==> src/rtl/txst_pkg.sv <==
package txst_pkg;

  localparam int unsigned STAT_W   = 32;
  localparam int unsigned BIT_DONE = 8;
  localparam int unsigned BIT_HALF = 9;
  localparam int unsigned BIT_FULL = 10;
  localparam int unsigned BIT_TE14 = 11;
  localparam int unsigned BIT_TE34 = 12;
  localparam int unsigned BIT_OVF  = 13;
  localparam int unsigned BIT_UDR  = 14;

  localparam logic [STAT_W-1:0] STAT_RESET = 32'h0000_1B00;
  localparam logic [STAT_W-1:0] STAT_IMPL  = 32'h0000_7F00;

  typedef struct packed {
    logic udr;
    logic ovf;
    logic te34;
    logic te14;
    logic full;
    logic half;
    logic done;
  } txst_evt_t;

endpackage

==> src/rtl/txst_rst_sync.sv <==
module txst_rst_sync #(
  parameter int unsigned STAGES = 2
) (
  input  logic clk,
  input  logic rst_n_async,
  output logic rst_n_sync
);

  logic [STAGES-1:0] sync_q;
  logic [STAGES-1:0] sync_d;

  always_comb begin
    sync_d = {sync_q[STAGES-2:0], 1'b1};
  end

  always_ff @(posedge clk or negedge rst_n_async) begin
    if (!rst_n_async) begin
      sync_q <= '0;
    end else begin
      sync_q <= sync_d;
    end
  end

  assign rst_n_sync = sync_q[STAGES-1];

endmodule

==> src/rtl/txst_cond_decode.sv <==
module txst_cond_decode
  import txst_pkg::*;
#(
  parameter int unsigned DEPTH = 64,
  parameter int unsigned LVL_W = $clog2(DEPTH + 1)
) (
  input  logic [LVL_W-1:0] fifo_level,
  input  logic             push_req,
  input  logic             pop_req,
  input  logic             shifter_idle,
  output txst_evt_t        evt
);

  localparam int unsigned FREE_W = LVL_W + 1;
  localparam logic [FREE_W-1:0] DEPTH_F = FREE_W'(DEPTH);
  localparam logic [FREE_W-1:0] LIM_Q1  = FREE_W'(DEPTH / 4);
  localparam logic [FREE_W-1:0] LIM_Q2  = FREE_W'(DEPTH / 2);
  localparam logic [FREE_W-1:0] LIM_Q3  = FREE_W'((3 * DEPTH) / 4);
  localparam logic [LVL_W-1:0]  LVL_MAX = LVL_W'(DEPTH);

  logic [FREE_W-1:0] free_cnt;
  logic              is_empty;
  logic              is_full;

  always_comb begin
    free_cnt = DEPTH_F - {1'b0, fifo_level};
    is_empty = (fifo_level == '0);
    is_full  = (fifo_level == LVL_MAX);
  end

  always_comb begin
    evt      = '0;
    evt.te14 = (free_cnt > LIM_Q1);
    evt.half = (free_cnt > LIM_Q2);
    evt.te34 = (free_cnt > LIM_Q3);
    evt.full = is_full;
    evt.ovf  = push_req && is_full;
    evt.udr  = pop_req && is_empty;
    evt.done = is_empty && shifter_idle;
  end

endmodule

==> src/rtl/txst_flag_bank.sv <==
module txst_flag_bank #(
  parameter int unsigned         DATA_W  = 32,
  parameter logic [DATA_W-1:0]   RST_VAL = '0,
  parameter logic [DATA_W-1:0]   IMPL    = '1
) (
  input  logic              clk,
  input  logic              rst_n,
  input  logic [DATA_W-1:0] set_vec,
  input  logic [DATA_W-1:0] clr_vec,
  output logic [DATA_W-1:0] flags
);

  for (genvar g = 0; g < DATA_W; g++) begin : g_bit
    if (IMPL[g]) begin : g_flag
      logic flag_q;
      logic flag_d;
      logic flag_en;

      always_comb begin
        flag_en = set_vec[g] | clr_vec[g];
        flag_d  = set_vec[g];
      end

      always_ff @(posedge clk or negedge rst_n) begin
        if (!rst_n) begin
          flag_q <= RST_VAL[g];
        end else if (flag_en) begin
          flag_q <= flag_d;
        end
      end

      assign flags[g] = flag_q;
    end else begin : g_rsvd
      logic unused_bit;
      assign unused_bit = set_vec[g] ^ clr_vec[g];
      assign flags[g]   = 1'b0;
    end
  end

endmodule

==> src/rtl/txst_irq_gen.sv <==
module txst_irq_gen #(
  parameter int unsigned DATA_W = 32
) (
  input  logic              clk,
  input  logic              rst_n,
  input  logic [DATA_W-1:0] flags,
  input  logic [DATA_W-1:0] mask,
  output logic              irq
);

  logic irq_q;
  logic irq_d;

  always_comb begin
    irq_d = |(flags & mask);
  end

  always_ff @(posedge clk or negedge rst_n) begin
    if (!rst_n) begin
      irq_q <= 1'b0;
    end else begin
      irq_q <= irq_d;
    end
  end

  assign irq = irq_q;

endmodule

==> src/rtl/tx_irq_status.sv <==
module tx_irq_status
  import txst_pkg::*;
#(
  parameter int unsigned          DEPTH      = 64,
  parameter int unsigned          LVL_W      = $clog2(DEPTH + 1),
  parameter int unsigned          ADDR_W     = 8,
  parameter logic [ADDR_W-1:0]    REG_OFFSET = 8'h10
) (
  input  logic              clk,
  input  logic              rst_n,
  input  logic [LVL_W-1:0]  fifo_level,
  input  logic              push_req,
  input  logic              pop_req,
  input  logic              shifter_idle,
  input  logic              wr_en,
  input  logic [ADDR_W-1:0] wr_addr,
  input  logic [STAT_W-1:0] wr_data,
  input  logic [STAT_W-1:0] irq_mask,
  output logic [STAT_W-1:0] status,
  output logic              irq
);

  logic              rst_sync_n;
  txst_evt_t         evt;
  logic [STAT_W-1:0] set_vec;
  logic [STAT_W-1:0] clr_vec;
  logic [STAT_W-1:0] flags;
  logic              wr_hit;

  txst_rst_sync #(.STAGES(2)) u_rst_sync (
    .clk         (clk),
    .rst_n_async (rst_n),
    .rst_n_sync  (rst_sync_n)
  );

  txst_cond_decode #(.DEPTH(DEPTH), .LVL_W(LVL_W)) u_cond (
    .fifo_level   (fifo_level),
    .push_req     (push_req),
    .pop_req      (pop_req),
    .shifter_idle (shifter_idle),
    .evt          (evt)
  );

  always_comb begin
    set_vec           = '0;
    set_vec[BIT_DONE] = evt.done;
    set_vec[BIT_HALF] = evt.half;
    set_vec[BIT_FULL] = evt.full;
    set_vec[BIT_TE14] = evt.te14;
    set_vec[BIT_TE34] = evt.te34;
    set_vec[BIT_OVF]  = evt.ovf;
    set_vec[BIT_UDR]  = evt.udr;
  end

  always_comb begin
    wr_hit  = wr_en && (wr_addr == REG_OFFSET);
    clr_vec = wr_hit ? wr_data : '0;
  end

  txst_flag_bank #(
    .DATA_W  (STAT_W),
    .RST_VAL (STAT_RESET),
    .IMPL    (STAT_IMPL)
  ) u_flags (
    .clk     (clk),
    .rst_n   (rst_sync_n),
    .set_vec (set_vec),
    .clr_vec (clr_vec),
    .flags   (flags)
  );

  txst_irq_gen #(.DATA_W(STAT_W)) u_irq (
    .clk   (clk),
    .rst_n (rst_sync_n),
    .flags (flags),
    .mask  (irq_mask),
    .irq   (irq)
  );

  assign status = flags;

endmodule

==> config.mk <==
export PLATFORM = sky130hd
export DESIGN_NAME = tx_irq_status
export DESIGN_NICKNAME = d
export VERILOG_FILES = /design/src/rtl/txst_pkg.sv /design/src/rtl/txst_rst_sync.sv /design/src/rtl/txst_cond_decode.sv /design/src/rtl/txst_flag_bank.sv /design/src/rtl/txst_irq_gen.sv /design/src/rtl/tx_irq_status.sv
export SDC_FILE = /design/constraint.sdc
export NUM_CORES = 1
export LEC_CHECK = 0
export CORE_MARGIN = 1
export CORE_UTILIZATION = 23
export DETAILED_ROUTE_END_ITERATION = 8
export MAX_ROUTING_LAYER = met4
export PLACE_DENSITY = 0.81
export SLEW_MARGIN = 20
export SYNTH_ARGS = -nofsm -noshare
export SYNTH_HDL_FRONTEND = slang
export SYNTH_SLANG_ARGS = --single-unit
==> constraint.sdc <==
create_clock -name clk -period 1.1 [get_ports clk]
set_input_delay 0.275 -clock clk [delete_from_list [all_inputs] [get_ports clk]]
set_output_delay 0.275 -clock clk [all_outputs]
set_load 0.03 [all_outputs]
=== Yosys cells after proc, flatten, opt, wreduce, memory -nomap -nowiden ===
Cells that the tools add are included.

* Bits in writable memories: 0
* Bits in registers: 10
* Bits in read-only memories: 0
* Memories: 0
* Latch bits: 0
* Bits of input ports: 85

* Div/mod/pow operators: 0
* Mux-type cells: 1
* Eq/ne operators: 2
* $lt $le $gt $ge: 3
* Bitwise operators: 8
* Shift operators: 0
* Reductions and logical operators: 6
* Multipliers: 0
* Add/sub/neg operators: 1

{| class="wikitable"
|+ Operator list
! operator !! number
|-
| $and 15x32->32 || 1
|-
| $reduce_or 32->1 || 1
|-
| $gt 8x6->1 const B || 2
|-
| $mux 15 || 1
|-
| $eq 8x5->1 const B || 1
|-
| $gt 8x5->1 const B || 1
|-
| $sub 7x7->8 const A || 1
|-
| $eq 7x7->1 const B || 1
|-
| $logic_not 7->1 || 1
|-
| $or 1x1->1 || 7
|-
| $logic_and 1x1->1 || 4
|}

=== Logic depth before layout (Yosys ltp) ===
* Depth in word-level cells: 4
* Gate-level depth with buffers: 3
* Mapped depth without buffers: 3

=== By module ===
Synthesis repeated with hierarchy kept, for this count alone.

* Cell total of the unflattened synthesis: 175
* Area, all modules: 1,577.8 um2

{| class="wikitable"
|+ Modules (own cells, without submodules)
! module !! cells an instance !! seq. area each (um2) !! instances !! area each (um2)
|-
| tx_irq_status || 83 || 0.0 || 1 || 724.4
|-
| txst_flag_bank || 54 || 180.2 || 1 || 503.0
|-
| txst_irq_gen || 22 || 25.0 || 1 || 182.7
|-
| txst_cond_decode || 13 || 0.0 || 1 || 113.9
|-
| txst_rst_sync || 3 || 50.0 || 1 || 53.8
|}

=== Worst setup path before layout ===
OpenSTA, ideal clock, no wires.

* Path type: input to register
* Start: in wr_addr[2]
* End: reg u_flags.g_bit[13].g_flag.flag_q
* Path slack: -0.083 ns
* Stages on the path: 3
* Library setup time: 0.126 ns
* Buffers on the path: 0
* Arrival: 1.056 ns
* Required time: 0.974 ns
* Path through: nor4b_2 nand4b_2 a221o_1

* Word-level cells in the longest chain between the ends: 4

{| class="wikitable"
|+ Ends and longest elaborated chain
! item !! line !! text
|-
| start: declaration || tx_irq_status.sv:16 || <nowiki>input logic [ADDR_W-1:0] wr_addr,</nowiki>
|-
| $eq 8x5->1 || tx_irq_status.sv:56 || <nowiki>wr_hit = wr_en && (wr_addr == REG_OFFSET);</nowiki>
|-
| $logic_and 1x1->1 || tx_irq_status.sv:56 ||
|-
| $mux 15 || tx_irq_status.sv:57 || <nowiki>clr_vec = wr_hit ? wr_data : '0;</nowiki>
|-
| $or 1x1->1 || txst_flag_bank.sv:20 || <nowiki>flag_en = set_vec[g] | clr_vec[g];</nowiki>
|-
| end signal: assignment || txst_flag_bank.sv:26 || <nowiki>flag_q <= RST_VAL[g];</nowiki>
|-
| end signal: assignment || txst_flag_bank.sv:28 || <nowiki>flag_q <= flag_d;</nowiki>
|-
| end: declaration || txst_flag_bank.sv:15 || <nowiki>logic flag_q;</nowiki>
|}

Every way passes these cells.
A chain may end at the register's enable or synchronous reset.

=== Worst setup path after layout ===
* Start: reg u_flags.g_bit[9].g_flag.flag_q
* End: out status[9]

{| class="wikitable"
|+ RTL lines
! item !! line !! text
|-
| start: declaration || txst_flag_bank.sv:15 ||
|-
| start signal: assignment || txst_flag_bank.sv:26 ||
|-
| start signal: assignment || txst_flag_bank.sv:28 ||
|-
| end: declaration || tx_irq_status.sv:19 || <nowiki>output logic [STAT_W-1:0] status,</nowiki>
|}

No word-level cell between the ends.

==> metrics.cfg <==
[logic_synthesis]
yosysSeqAreaShare_pct = 33.1
synthCells = 76
yosys_register_bits = 10
synth_top_family_by_area = buffers and inverters
synth_area_sq_um = 771
synth_xor_area_share_pct = 0
synthTopCellsByArea = buf_4 (31%), dfrtp_1 (19%), dfstp_2 (14%), a211o_1 (5.7%), nor2b_1 (5.7%)
synth_top_area_cell = buf_4
avgSynthCellArea_sq_um = 10.1
synth_compound_area_share_pct = 16.4
muxShareOfSynthArea_pct = 0
ys_types = 21
netlist.area_leader.share_pct = 31.2
synth_fa_ha_area_share_pct = 0
yosysWarnings = 0
synthSimpleGateAreaFrac_pct = 18.3

[die]
initial_core_util_pct = 24.6
coreArea_sq_um = 3130
die_h_um = 59.9
die_w_um = 59.9
pin_count = 118
rows = 20
die-area_sq_um = 3590

[timing]
rsz0062_at_grt = true
post-route-period-util_pct = 111
hold_viol_final = 0
fmax_mhz = 822
drv_slew = 0
whs_ns = 0.135
fin_tns_setup_ns = -0.473
setup_viol = 5
fin_crit_ns = 1.22
skew_ns = 0.000450
finalWorstSetupSlack_ns = -0.117

[clock_tree]
cts_max_level = 1
cts_buffers = 3
cts_sinks = 10
insertion_delay_ns = 0.27
clk_pin_slew_ns = 0.07
cts_buffer_depth = 2
holdBufCountCts = 0
cts_tree = done
cts-root-buf = clkbuf_4

[power]
clkPwrFrac_pct = 32.4
ir_drop_mv = 0.514
p_total_w = 0.00106
p_int_w = 0.000718
pwr-share-seq_pct = 37.1
combPwrFrac_pct = 30.5
power_leakage_nw = 0.547
powerDensity_nw_per_um2 = 873
swShare_pct = 32.6
p_switching_w = 0.000347

[setup_path]
cp_data_arrival_time_ns = 0.94
cp_slowest_cell = dfstp_2
cpPeakStageDelay_ns = 0.55
crit_type = reg -> out
timing.rr.end = u_irq.irq
worst_r2r_path_depth = 3
cp_cell_sequence = buf_6
crit_path_end_kind = output port
crit_buf_inv = 1
reg2reg_setup_slack_ns = 0.03
crit_family = flip-flops
cp-start-kind = flop
cp.required_ns = 0.82
r2r-start = u_flags.g_bit[9].g_flag.flag_q
path_max_fanout = 2

[run]
cap_violations = 0

[global_route]
track_usage_pct = 11.5
grt_max_degree = 9
antenna_found_initial = 0
grt_overflow_total = 0
grt_pass1_vias = 637
grt_pass1_wl_mm = 2.88

[placement]
dp_hpwl_mm = 1.51
dpl-instance-area_sq_um = 1120
gp_congestion = 0.799
portBuffers = 42

[routing]
drcViolationCount = 0
viasPerCell = 3.80
totalWireLength_mm = 1.88
firstDrtPassIters = 4
final_antenna_net_count = 0
wl_per_cell_um = 11.2
vias = 638
drt_iter0_markers = 13

[finish]
layout_common_cells = conb_1 (26), clkdlybuf4s50_1 (19), buf_4 (10), buf_6 (8), nor2b_1 (7)
drive_above_1_share_pct = 34.7
nNetsFinal = 210
final_area_sq_um = 1220
antenna_cells = 0
final_common_cell = conb_1
finish.utilization_pct = 39.0
syn_to_final_growth_pct = 58.3

[run_status]
status = complete, but fails checks
failed_checks = negative setup slack

[worst_hold_path]
hold_path_class = reg -> async

==> layout make-up <==
| type | instances | area, sq um |
|---|---|---|
| Sequential cell | 10 | 255 |
| Multi-Input combinational cell | 58 | 408 |
| Clock buffer | 4 | 36.3 |
| Fill cell | 325 | 1910 |
| Tap cell | 44 | 55.1 |
| Timing Repair Buffer | 52 | 465 |
==> per-stage QoR <==
step                      instances  setup WS, ns
final                           168        -0.117
after global routing            168        -0.161
after CTS                       168        -0.134
after detailed placement        157        -0.605
after global placement          157        -0.559
after floorplan                 100       -0.0564
==> sequential cells by signal, summed over array words and instances (netlist names) <==
| signal | cells |
|---|---|
| u_flags.g_bit.g_flag.flag_q | 7 |
| u_irq.irq | 1 |
| u_rst_sync.sync_q | 2 |
==> cell families (layout without fill, tap and decap cells) <==
kind of cell | after synthesis | after routing
other | 2 | 26
and+or+nand+nor | 17 | 17
buffers and inverters | 32 | 56
AOI/OAI and AO/OA | 15 | 15
DFF | 10 | 10
==> worst max path at each step <==
| stage | from | end | slack (ns) | cells past startpoint |
|---|---|---|---|---|
| 2_1_floorplan | wr_addr[2] | u_flags.g_bit[13].g_flag.flag_q | -0.06 | 3 |
| 5_1_grt | u_flags.g_bit[9].g_flag.flag_q | status[9] | -0.16 | 1 |
| 3_5_place_dp | wr_addr[2] | u_flags.g_bit[14].g_flag.flag_q | -0.60 | 4 |
| 6_report | u_flags.g_bit[9].g_flag.flag_q | status[9] | -0.12 | 1 |
| 3_3_place_gp | wr_addr[2] | u_flags.g_bit[13].g_flag.flag_q | -0.56 | 4 |
| 4_1_cts | u_flags.g_bit[9].g_flag.flag_q | status[9] | -0.13 | 1 |
==> cells in the mapped netlist <==
| library cell | count |
|---|---|
| buf_4 | 32 |
| nor2b_1 | 7 |
| dfrtp_1 | 6 |
| a211o_1 | 5 |
| dfstp_2 | 4 |
| a22oi_1 | 3 |
| a21oi_1 | 2 |
| and3_1 | 2 |
| conb_1 | 2 |
| nor3_1 | 2 |
| a21bo_2 | 1 |
| a221o_1 | 1 |
| a222oi_1 | 1 |
| and2_1 | 1 |
| nand3_1 | 1 |
| nand4b_2 | 1 |
| nor3b_2 | 1 |
| nor4_4 | 1 |
| nor4b_2 | 1 |
| o21ba_2 | 1 |
| o22a_2 | 1 |
==> metal layers <==
metal  vias up  track usage [%]  routed length [um]
met5         -                -                   0
met4         0             1.99                   0
met3         0             3.68                 137
met2        38             19.7                 958
met1       290             13.2                 779
li1        310                -                   -
==> what timing repair did <==
| action | CTS | global route |
|---|---|---|
| pin swaps | 8 | 8 |
| endpoints found under the setup margin | 14 | 15 |
| gates cloned | 0 | 0 |
| gates resized for setup | 39 | 10 |
| setup buffers | 7 | 0 |
==> power groups by stage <==
| stage | combinational, W | clock (W) | sequential (W) |
|---|---|---|---|
| 6_report | 0.000325 | 0.000345 | 0.000395 |
| 5_1_grt | 0.000346 | 0.000379 | 0.000397 |
| 4_1_cts | 0.000322 | 0.000358 | 0.000395 |
| 3_5_place_dp | 0.000331 | 0 | 0.000400 |
| 3_3_place_gp | 0.000329 | 0 | 0.000398 |
| 2_1_floorplan | 0.000250 | 0 | 0.000396 |
No activity file was read; power rests on OpenSTA's default activity.
